**src/rtl/fuse34_encoder.sv**
```systemverilog
module fuse34_encoder #(
  parameter int MAX_BYTES = 24,
  parameter int REP_BYTES = 16,
  parameter int LEN_W     = 8
) (
  input  logic             clk,
  input  logic             rst_n,
  input  logic             cmd_valid,
  output logic             cmd_ready,
  input  logic             cmd_repeat,
  input  logic [LEN_W-1:0] cmd_len,
  output logic             err,
  input  logic             in_valid,
  output logic             in_ready,
  input  logic [47:0]      in_data,
  output logic             out_valid,
  input  logic             out_ready,
  output logic [31:0]      out_data,
  output logic             out_last
);
  localparam int GRP        = 6;
  localparam int MAX_GROUPS = MAX_BYTES / GRP;
  localparam int CNT_W      = $clog2(MAX_GROUPS + 1);
  localparam int REP_WORDS  = REP_BYTES / 4;
  localparam int REP_TOTAL  = 2 * REP_WORDS;
  localparam int RIDX_W     = $clog2(REP_TOTAL);
  localparam int RW_W       = $clog2(REP_WORDS);

  typedef enum logic [1:0] {S_IDLE, S_CODE, S_RCOL, S_REMIT} state_t;

  state_t            state;
  logic [CNT_W-1:0]  left;
  logic              full, phase, err_q;
  logic [31:0]       w0, w1;
  logic [31:0]       rep [REP_WORDS];
  logic [RIDX_W-1:0] ridx;

  function automatic logic [7:0] wsum(input logic [47:0] d);
    logic [7:0] acc;
    acc = 8'd0;
    for (int i = 0; i < GRP; i++)
      acc = acc + 8'(i + 1) * 8'($countones(d[8*i +: 8]));
    return acc;
  endfunction

  wire [7:0] chk_x = in_data[7:0] ^ in_data[15:8] ^ in_data[23:16] ^
                     in_data[31:24] ^ in_data[39:32] ^ in_data[47:40];
  wire [7:0] chk_m = wsum(in_data);

  wire cmd_bad = cmd_repeat ? (cmd_len != LEN_W'(REP_BYTES))
                            : (cmd_len == '0 || (cmd_len % LEN_W'(GRP)) != '0 ||
                               cmd_len > LEN_W'(MAX_BYTES));
  wire [CNT_W-1:0] groups = CNT_W'(cmd_len / LEN_W'(GRP));

  assign cmd_ready = (state == S_IDLE);
  assign in_ready  = (state == S_CODE && !full) || state == S_RCOL;
  assign out_valid = (state == S_CODE && full) || state == S_REMIT;
  assign out_data  = (state == S_REMIT) ? rep[ridx[RW_W-1:0]] : (phase ? w1 : w0);
  assign out_last  = (state == S_REMIT) ? (ridx == RIDX_W'(REP_TOTAL - 1))
                                        : (full && phase && left == CNT_W'(1));
  assign err       = err_q;

  wire cmd_fire = cmd_valid && cmd_ready;
  wire in_fire  = in_valid && in_ready;
  wire out_fire = out_valid && out_ready;

  always_ff @(posedge clk) begin
    if (!rst_n) begin
      state <= S_IDLE;
      left  <= '0;
      full  <= 1'b0;
      phase <= 1'b0;
      err_q <= 1'b0;
      ridx  <= '0;
      w0    <= '0;
      w1    <= '0;
    end else begin
      err_q <= cmd_fire && cmd_bad;
      case (state)
        S_IDLE: if (cmd_fire && !cmd_bad) begin
          ridx  <= '0;
          full  <= 1'b0;
          phase <= 1'b0;
          left  <= groups;
          state <= cmd_repeat ? S_RCOL : S_CODE;
        end
        S_CODE: begin
          if (in_fire) begin
            w0    <= in_data[31:0];
            w1    <= {chk_m, chk_x, in_data[47:32]};
            full  <= 1'b1;
            phase <= 1'b0;
          end else if (out_fire) begin
            if (!phase) phase <= 1'b1;
            else begin
              full <= 1'b0;
              left <= left - CNT_W'(1);
              if (left == CNT_W'(1)) state <= S_IDLE;
            end
          end
        end
        S_RCOL: if (in_fire) begin
          if (ridx == RIDX_W'(REP_WORDS - 1)) begin
            ridx  <= '0;
            state <= S_REMIT;
          end else ridx <= ridx + RIDX_W'(1);
        end
        S_REMIT: if (out_fire) begin
          ridx <= ridx + RIDX_W'(1);
          if (ridx == RIDX_W'(REP_TOTAL - 1)) state <= S_IDLE;
        end
        default: state <= S_IDLE;
      endcase
    end
  end

  always_ff @(posedge clk)
    if (state == S_RCOL && in_valid) rep[ridx[RW_W-1:0]] <= in_data[31:0];

  assert_err_after_cmd_R2: assert property (@(posedge clk) disable iff (!rst_n)
    err |-> $past(cmd_valid && cmd_ready));
  assert_err_single_R2: assert property (@(posedge clk) disable iff (!rst_n)
    err |-> cmd_ready && !out_valid);
  assert_hold_R8: assert property (@(posedge clk) disable iff (!rst_n)
    out_valid && !out_ready |=> out_valid && $stable(out_data));
  assert_idle_quiet_R10: assert property (@(posedge clk) disable iff (!rst_n)
    cmd_ready |-> !in_ready && !out_valid);
  assert_first_word_R9: assert property (@(posedge clk) disable iff (!rst_n)
    (state == S_CODE && in_valid && in_ready) |=> out_valid && !out_last || !out_ready);
  assert_last_valid_R6: assert property (@(posedge clk) disable iff (!rst_n)
    out_last |-> out_valid);
endmodule

```
**config.mk**
```make
export PLATFORM = sky130hd
export DESIGN_NAME = fuse34_encoder
export DESIGN_NICKNAME = d
export VERILOG_FILES = /design/src/rtl/fuse34_encoder.sv
export SDC_FILE = /design/constraint.sdc
export NUM_CORES = 1
export LEC_CHECK = 0
export CELL_PAD_IN_SITES_DETAIL_PLACEMENT = 1
export CELL_PAD_IN_SITES_GLOBAL_PLACEMENT = 1
export CORE_ASPECT_RATIO = 0.75
export CORE_MARGIN = 1.5
export CORE_UTILIZATION = 51
export CTS_CLUSTER_SIZE = 24
export DETAILED_ROUTE_END_ITERATION = 8
export PLACE_DENSITY = 0.87
export REMOVE_ABC_BUFFERS = 1
export SLEW_MARGIN = 30
export SYNTH_ARGS = -nofsm -noshare
export SYNTH_HDL_FRONTEND = slang
export SYNTH_SLANG_ARGS = --single-unit
```
**constraint.sdc**
```tcl
create_clock -name clk -period 12.7 [get_ports clk]
set_input_delay 1.27 -clock clk [delete_from_list [all_inputs] [get_ports clk]]
set_output_delay 1.27 -clock clk [all_outputs]
set_load 0.01 [all_outputs]
```
==> impl_metrics.yaml, run 1 <==
floorplanning:
  start_util: 0.522
  rows: 46
  ios: 99
  die_y_um: 131
  die_w_um: 173
  die-area_mm2: 0.0227
  coreArea_mm2: 0.0212
sta:
  rsz0062_at_grt: "false"
  finalSetupTns_ns: 0
  finalMaxSlewViolations: 0
  setup_viol: 0
  worst_slew_pin_slew_ns: 0.891
  slew_headroom: 0.406
  clock_skew_ns: 0.0271
  min_period_ns: 7.91
  final-hold-violation-count: 0
  min_period_over_period: 0.622
  timing.fmax_mhz: 126
worst_setup_path:
  reg2reg_depth: 6
  slowest_stage: "fa_1"
  criticalPathCategory: "in -> reg"
  crit_path_frequent_cell: "fa_1"
  crit_fanout: 7
  cp_num_cells: 24
  required_ns: 13.12
  crit_buf_inv: 6
  cp-start-kind: "input port"
  path_cells: "clkdlybuf4s50_1, fa_1, inv_1, fa_1, fa_1, inv_1, ha_1, fa_1, xor2_1, fa_1, inv_1, fa_1, fa_1, inv_1, fa_1, inv_1, fa_1, nor2b_1, o21ai_0, nand2b_1, a21o_1, a21oi_1, xnor2_1, a211oi_1"
  cp_top_family: "adder cells"
  cp.arrival_ns: 8.33
  critPathMaxStageDelay_ns: 0.63
  cp-end-kind: "flop"
detailed_routing:
  wl_per_cell_um: 25.4
  detail-route-antenna-nets: 0
  wirelength_um: 34700
  drtPass1Iterations: 7
  drc: 0
  drt-initial-drc-count: 705
  vias_per_cell: 6.05
  vias: 8252
yosys:
  syn_area_per_cell_um2: 11.3
  synth_edf_count: 128
  syn_inst: 978
  synth_most_common_cell: "nand2_1"
  synth_cell_types: 53
  yosysTopAreaCell: "edfxtp_1"
  ys_seq_area_frac: 0.485
  ys_ff_latch: 205
  synth_area_mm2: 0.0111
  yosysWarningCount: 0
  synthTopCellsByArea: "edfxtp_1, dfxtp_1, fa_1, mux4_2, ha_1"
  netlist.area_leader.share: 0.346
  synth-async-reset-ratio: 0
  yosys-top-cells-count: "nand2_1, edfxtp_1, a21oi_1"
  synthFlopType: "edfxtp_1"
clock_tree:
  root_buffer: "clkbuf_16"
  cts_tree: "built"
  hold_buffers: 0
  cts_setup_buffers: 0
  clock_latency_ns: 0.53
  htreeDepth: 1
  post_cts_resized: 0
  cts.path.max_buffers: 3
  cts_sinks: 205
  clk_pin_slew_ns: 0.06
  cts_buffers: 22
placement:
  dpl.hpwl_um: 21200
  numPlacedInstances: 1324
  gp_congestion: 0.856
  port-buffer-count: 98
power_and_ir_drop:
  ir_drop_mv: 0.335
  power_density_mw_per_mm2: 229
  leakagePower_nw: 4.67
layout:
  num-nets-final: 1211
  diodes: 0
  syn_to_final_growth_pct: 17.7
  drive_gt1_frac: 0.0790
  fillers: 2148
  stdcell_count: 1364
grt:
  grt_first_pass_wirelength_um: 53500
  track_usage: 0.315
  grt_pass1_vias: 8942
  antenna_found_initial: 0
  grt_max_degree: 68
  overflow: 0
min_path:
  hold_depth: 2
  hp-class: "reg -> reg"
outcome:
  status: "finished clean"
flow_run:
  max_cap_violations: 0
[placed cells by master (no fill, tap or decap), types with 43 or more instances in the layout]
cell,netlist,final
inv_1,98,97
clkdlybuf4s50_1,0,98
dfxtp_1,77,75
xnor2_1,48,48
nand2_1,130,129
nor2_1,52,52
fa_1,46,46
a21oi_1,103,103
edfxtp_1,128,128
ha_1,43,43
[tightest hold or removal path, delay by kind of cell (launching register included)]
kind             cells  cell delay (ns)
AND/OR/NAND/NOR      1             0.05
flip-flops           1             0.31
AO/OA/AOI/OAI        1             0.05
[metal layers]
layer / share of wire / global-route usage / wire [um] / vias to the layer above
met2: 0.49 / 0.548 / 17100 / 369
li1: - / - / - / 3569
met3: 0.062 / 0.0515 / 2170 / 102
met1: 0.41 / 0.398 / 14100 / 4212
met5: 0 / 0 / 0 / -
met4: 0.039 / 0.133 / 1360 / 0
[final timing paths]
path	from	to	slack [ns]
max	in_data[16]	w1[31]	4.79
min reg2reg	w0[4]	w0[4]	0.45
min	w0[4]	w0[4]	0.45
max reg2reg	state[0]	w1[20]	9.22
[sequential cells by signal, summed over array words and instances (netlist names), named ones only]
name / count
phase: 1
w1: 32
state: 2
ridx: 3
rep: 128
full: 1
err: 1
w0: 32
left: 3
[logic make-up (layout without fill, tap and decap cells)]
group / count (synthesis) / count (layout) / share of synthesized area
AO/OA/AOI/OAI: 169 / 169 / 0.0918
XOR/XNOR: 56 / 56 / 0.0442
adder cells (fa/ha/maj): 89 / 89 / 0.131
buffers and inverters: 149 / 247 / 0.0515
flip-flops: 205 / 205 / 0.485
multiplexers: 72 / 72 / 0.101
AND/OR/NAND/NOR: 238 / 238 / 0.0946
[stage by stage]
step                      instance area, um^2  utilization  worst slack [ns]  hold slack (ns)  power (mW)
after floorplan                         10900            -              5.58            0.432        1.79
after global placement                  12300        0.580              4.72            0.441        2.07
after detailed placement                12300        0.580              4.49            0.450        2.17
after CTS                               13100        0.615              4.84            0.458        2.98
after global routing                    13100        0.615              4.60            0.479        3.16
final                                   13100        0.615              4.79            0.455        2.99
[report_power, final]
group | leakage, nW | switching (mW) | total (mW) | internal [mW]
registers | 1.77 | 0.000925 | 0.708 | 0.707
clock network | 0.358 | 0.280 | 0.668 | 0.388
logic | 2.54 | 0.912 | 1.61 | 0.702
total | 4.67 | 1.19 | 2.99 | 1.80
[area by class of cell]
| type | instances | area, um^2 | share of cell area |
|---|---|---|---|
| Clock buffer | 28 | 583 | 0.0447 |
| Clock inverter | 12 | 146 | 0.0112 |
| Inverter | 98 | 368 | 0.0282 |
| Multi-Input combinational cell | 624 | 5150 | 0.394 |
| Sequential cell | 205 | 5390 | 0.413 |
| Tap cell | 288 | 360 | 0.0276 |
| Timing Repair Buffer | 109 | 1060 | 0.0815 |
No activity file was read; power rests on OpenSTA's default activity.
==> run 2, diff against run 1 <==
CORE_UTILIZATION = 47   (was 51)
PLACE_DENSITY = 0.81   (was 0.87)
clock period = 8.1 ns   (was 12.7 ns; I/O delays follow)
==> run 2 against run 1 <==
Net effect:
- the flow now finishes with violations (design-rule violations)
- flip-flop and latch count unchanged
- sequential power grew 57%
- critical path depth is the same
- wire length fell by 12%
- combinational power rose by 45%
- first-iteration DRC count is 27% lower
- hold slack about the same
- count of clock-buffer cells in the layout is 1 lower
- core utilization decreased by 4.7 points
- total power increased by 50%
- global-route usage is 6.1 points lower
- critical path type unchanged
- highest routed layer unchanged
==> impl_metrics.yaml, run 2 (synthesis results as in run 1) <==
outcome:
  status: "finished with violations"
  violations: "design-rule violations"
placement:
  pre_cts_ws_ns: 0.467
  port-buffer-count: 98
  numPlacedInstances: 1336
  dpl.hpwl_um: 20600
  placed_cell_area_mm2: 0.0123
  gp_congestion: 0.843
sta:
  finalMaxSlewViolations: 0
  finalSetupTns_ns: 0
  min_period_over_period: 0.883
  slew_headroom: 0.433
  final-hold-violation-count: 0
  post-route-worst-setup-slack_ns: 0.944
  min_period_ns: 7.16
  timing.fmax_mhz: 140
  rsz0062_at_grt: "false"
  whs_ns: 0.455
  clock_skew_ns: 0.0128
  setup_viol: 0
  worst_slew_pin_slew_ns: 0.850
detailed_routing:
  vias: 7878
  wl_per_cell_um: 22.1
  drtPass1Iterations: 6
  vias_per_cell: 5.72
  detail-route-antenna-nets: 0
  wirelength_um: 30500
  drt-initial-drc-count: 516
  drc: 6
worst_setup_path:
  path_cells: "clkdlybuf4s50_1, fa_1, inv_1, fa_1, fa_1, inv_1, ha_1, fa_1, xor2_1, fa_1, inv_1, fa_1, fa_1, inv_1, fa_1, inv_1, fa_1, nor2b_1, o21ai_0, nand2b_1, a21o_1, a21oi_1, xnor2_1, a211oi_1"
  crit_fanout: 7
  cp-start-kind: "input port"
  ff2ff_setup_slack_ns: 4.58
  required_ns: 8.52
  criticalPathCategory: "in -> reg"
  critPathMaxStageDelay_ns: 0.63
  crit_path_frequent_cell: "fa_1"
  crit_buf_inv: 6
  cp.arrival_ns: 7.58
  cp-end-kind: "flop"
  slowest_stage: "fa_1"
  cp_top_family: "adder cells"
layout:
  multi_input_area_mm2: 0.00515
  fillers: 2414
  drive_gt1_frac: 0.0788
  final_common_cell: "nand2_1"
  diodes: 0
  num-nets-final: 1212
  final-seq-area_mm2: 0.00539
  stdcell_count: 1378
  final_util: 0.567
  syn_to_final_growth_pct: 17.9
  final_area_mm2: 0.0131
  final_cell_mix: "nand2_1, edfxtp_1, a21oi_1, clkdlybuf4s50_1, inv_1"
  largest_reg_flops: 128
power_and_ir_drop:
  ir_drop_mv: 0.443
  power_mw: 4.49
  leakagePower_nw: 4.68
  power_density_mw_per_mm2: 343
floorplanning:
  start_util: 0.481
  die_w_um: 180
  die_y_um: 136
  rows: 48
  die-area_mm2: 0.0245
  ios: 99
  coreArea_mm2: 0.0231
clock_tree:
  cts_buffers: 23
  clock_latency_ns: 0.52
  cts_sinks: 205
  cts_setup_buffers: 0
  post_cts_resized: 0
  hold_buffers: 0
  cts_tree: "built"
  cts.path.max_buffers: 3
  root_buffer: "clkbuf_16"
  clk_pin_slew_ns: 0.06
  htreeDepth: 1
min_path:
  hp-class: "reg -> reg"
grt:
  grt_max_degree: 61
  antenna_found_initial: 0
  track_usage: 0.254
  grt_pass1_vias: 8351
  overflow: 0
  grt_first_pass_wirelength_um: 47500
flow_run:
  max_cap_violations: 0
[run 2: cell types whose count changed in the layout (fill, tap and decap cells not counted)]
cell / previous run / this run
clkinv_8: 1 / 0
inv_6: 0 / 1
clkbuf_1: 5 / 4
clkinv_1: 3 / 6
clkbuf_16: 22 / 23
clkbuf_8: 1 / 0
[run 2: worst paths after layout]
check	start	cells after the start	endpoint
hold reg to reg	w1[14]	2	w1[14]
setup / recovery	in_data[16]	24	w1[31]
setup reg to reg	state[0]	6	w1[20]
hold / removal	w1[14]	2	w1[14]
[run 2: area by class of cell]
cell class,count,share of cell area
Clock buffer,27,0.0451
Clock inverter,15,0.0115
Inverter,98,0.0281
Multi-Input combinational cell,624,0.393
Sequential cell,205,0.412
Tap cell,300,0.0287
Timing Repair Buffer,109,0.0813
[run 2: tightest hold or removal path: stages (launching register included)]
cell and delay, ns:
dfxtp_1 0.31, nand2_1 0.05, a21oi_1 0.05
[run 2: where the power goes]
group / internal [mW] / switching, mW / total (mW)
registers: 1.11 / 0.00131 / 1.11
logic: 1.05 / 1.29 / 2.34
clock network: 0.617 / 0.423 / 1.04
[run 2: metal layers]
layer,vias to the layer above,routed length (um),global-route usage
li1,3560,-,-
met1,4045,13800,0.351
met4,0,544,0.0551
met3,45,1600,0.0383
met2,228,14500,0.429
met5,-,0,0
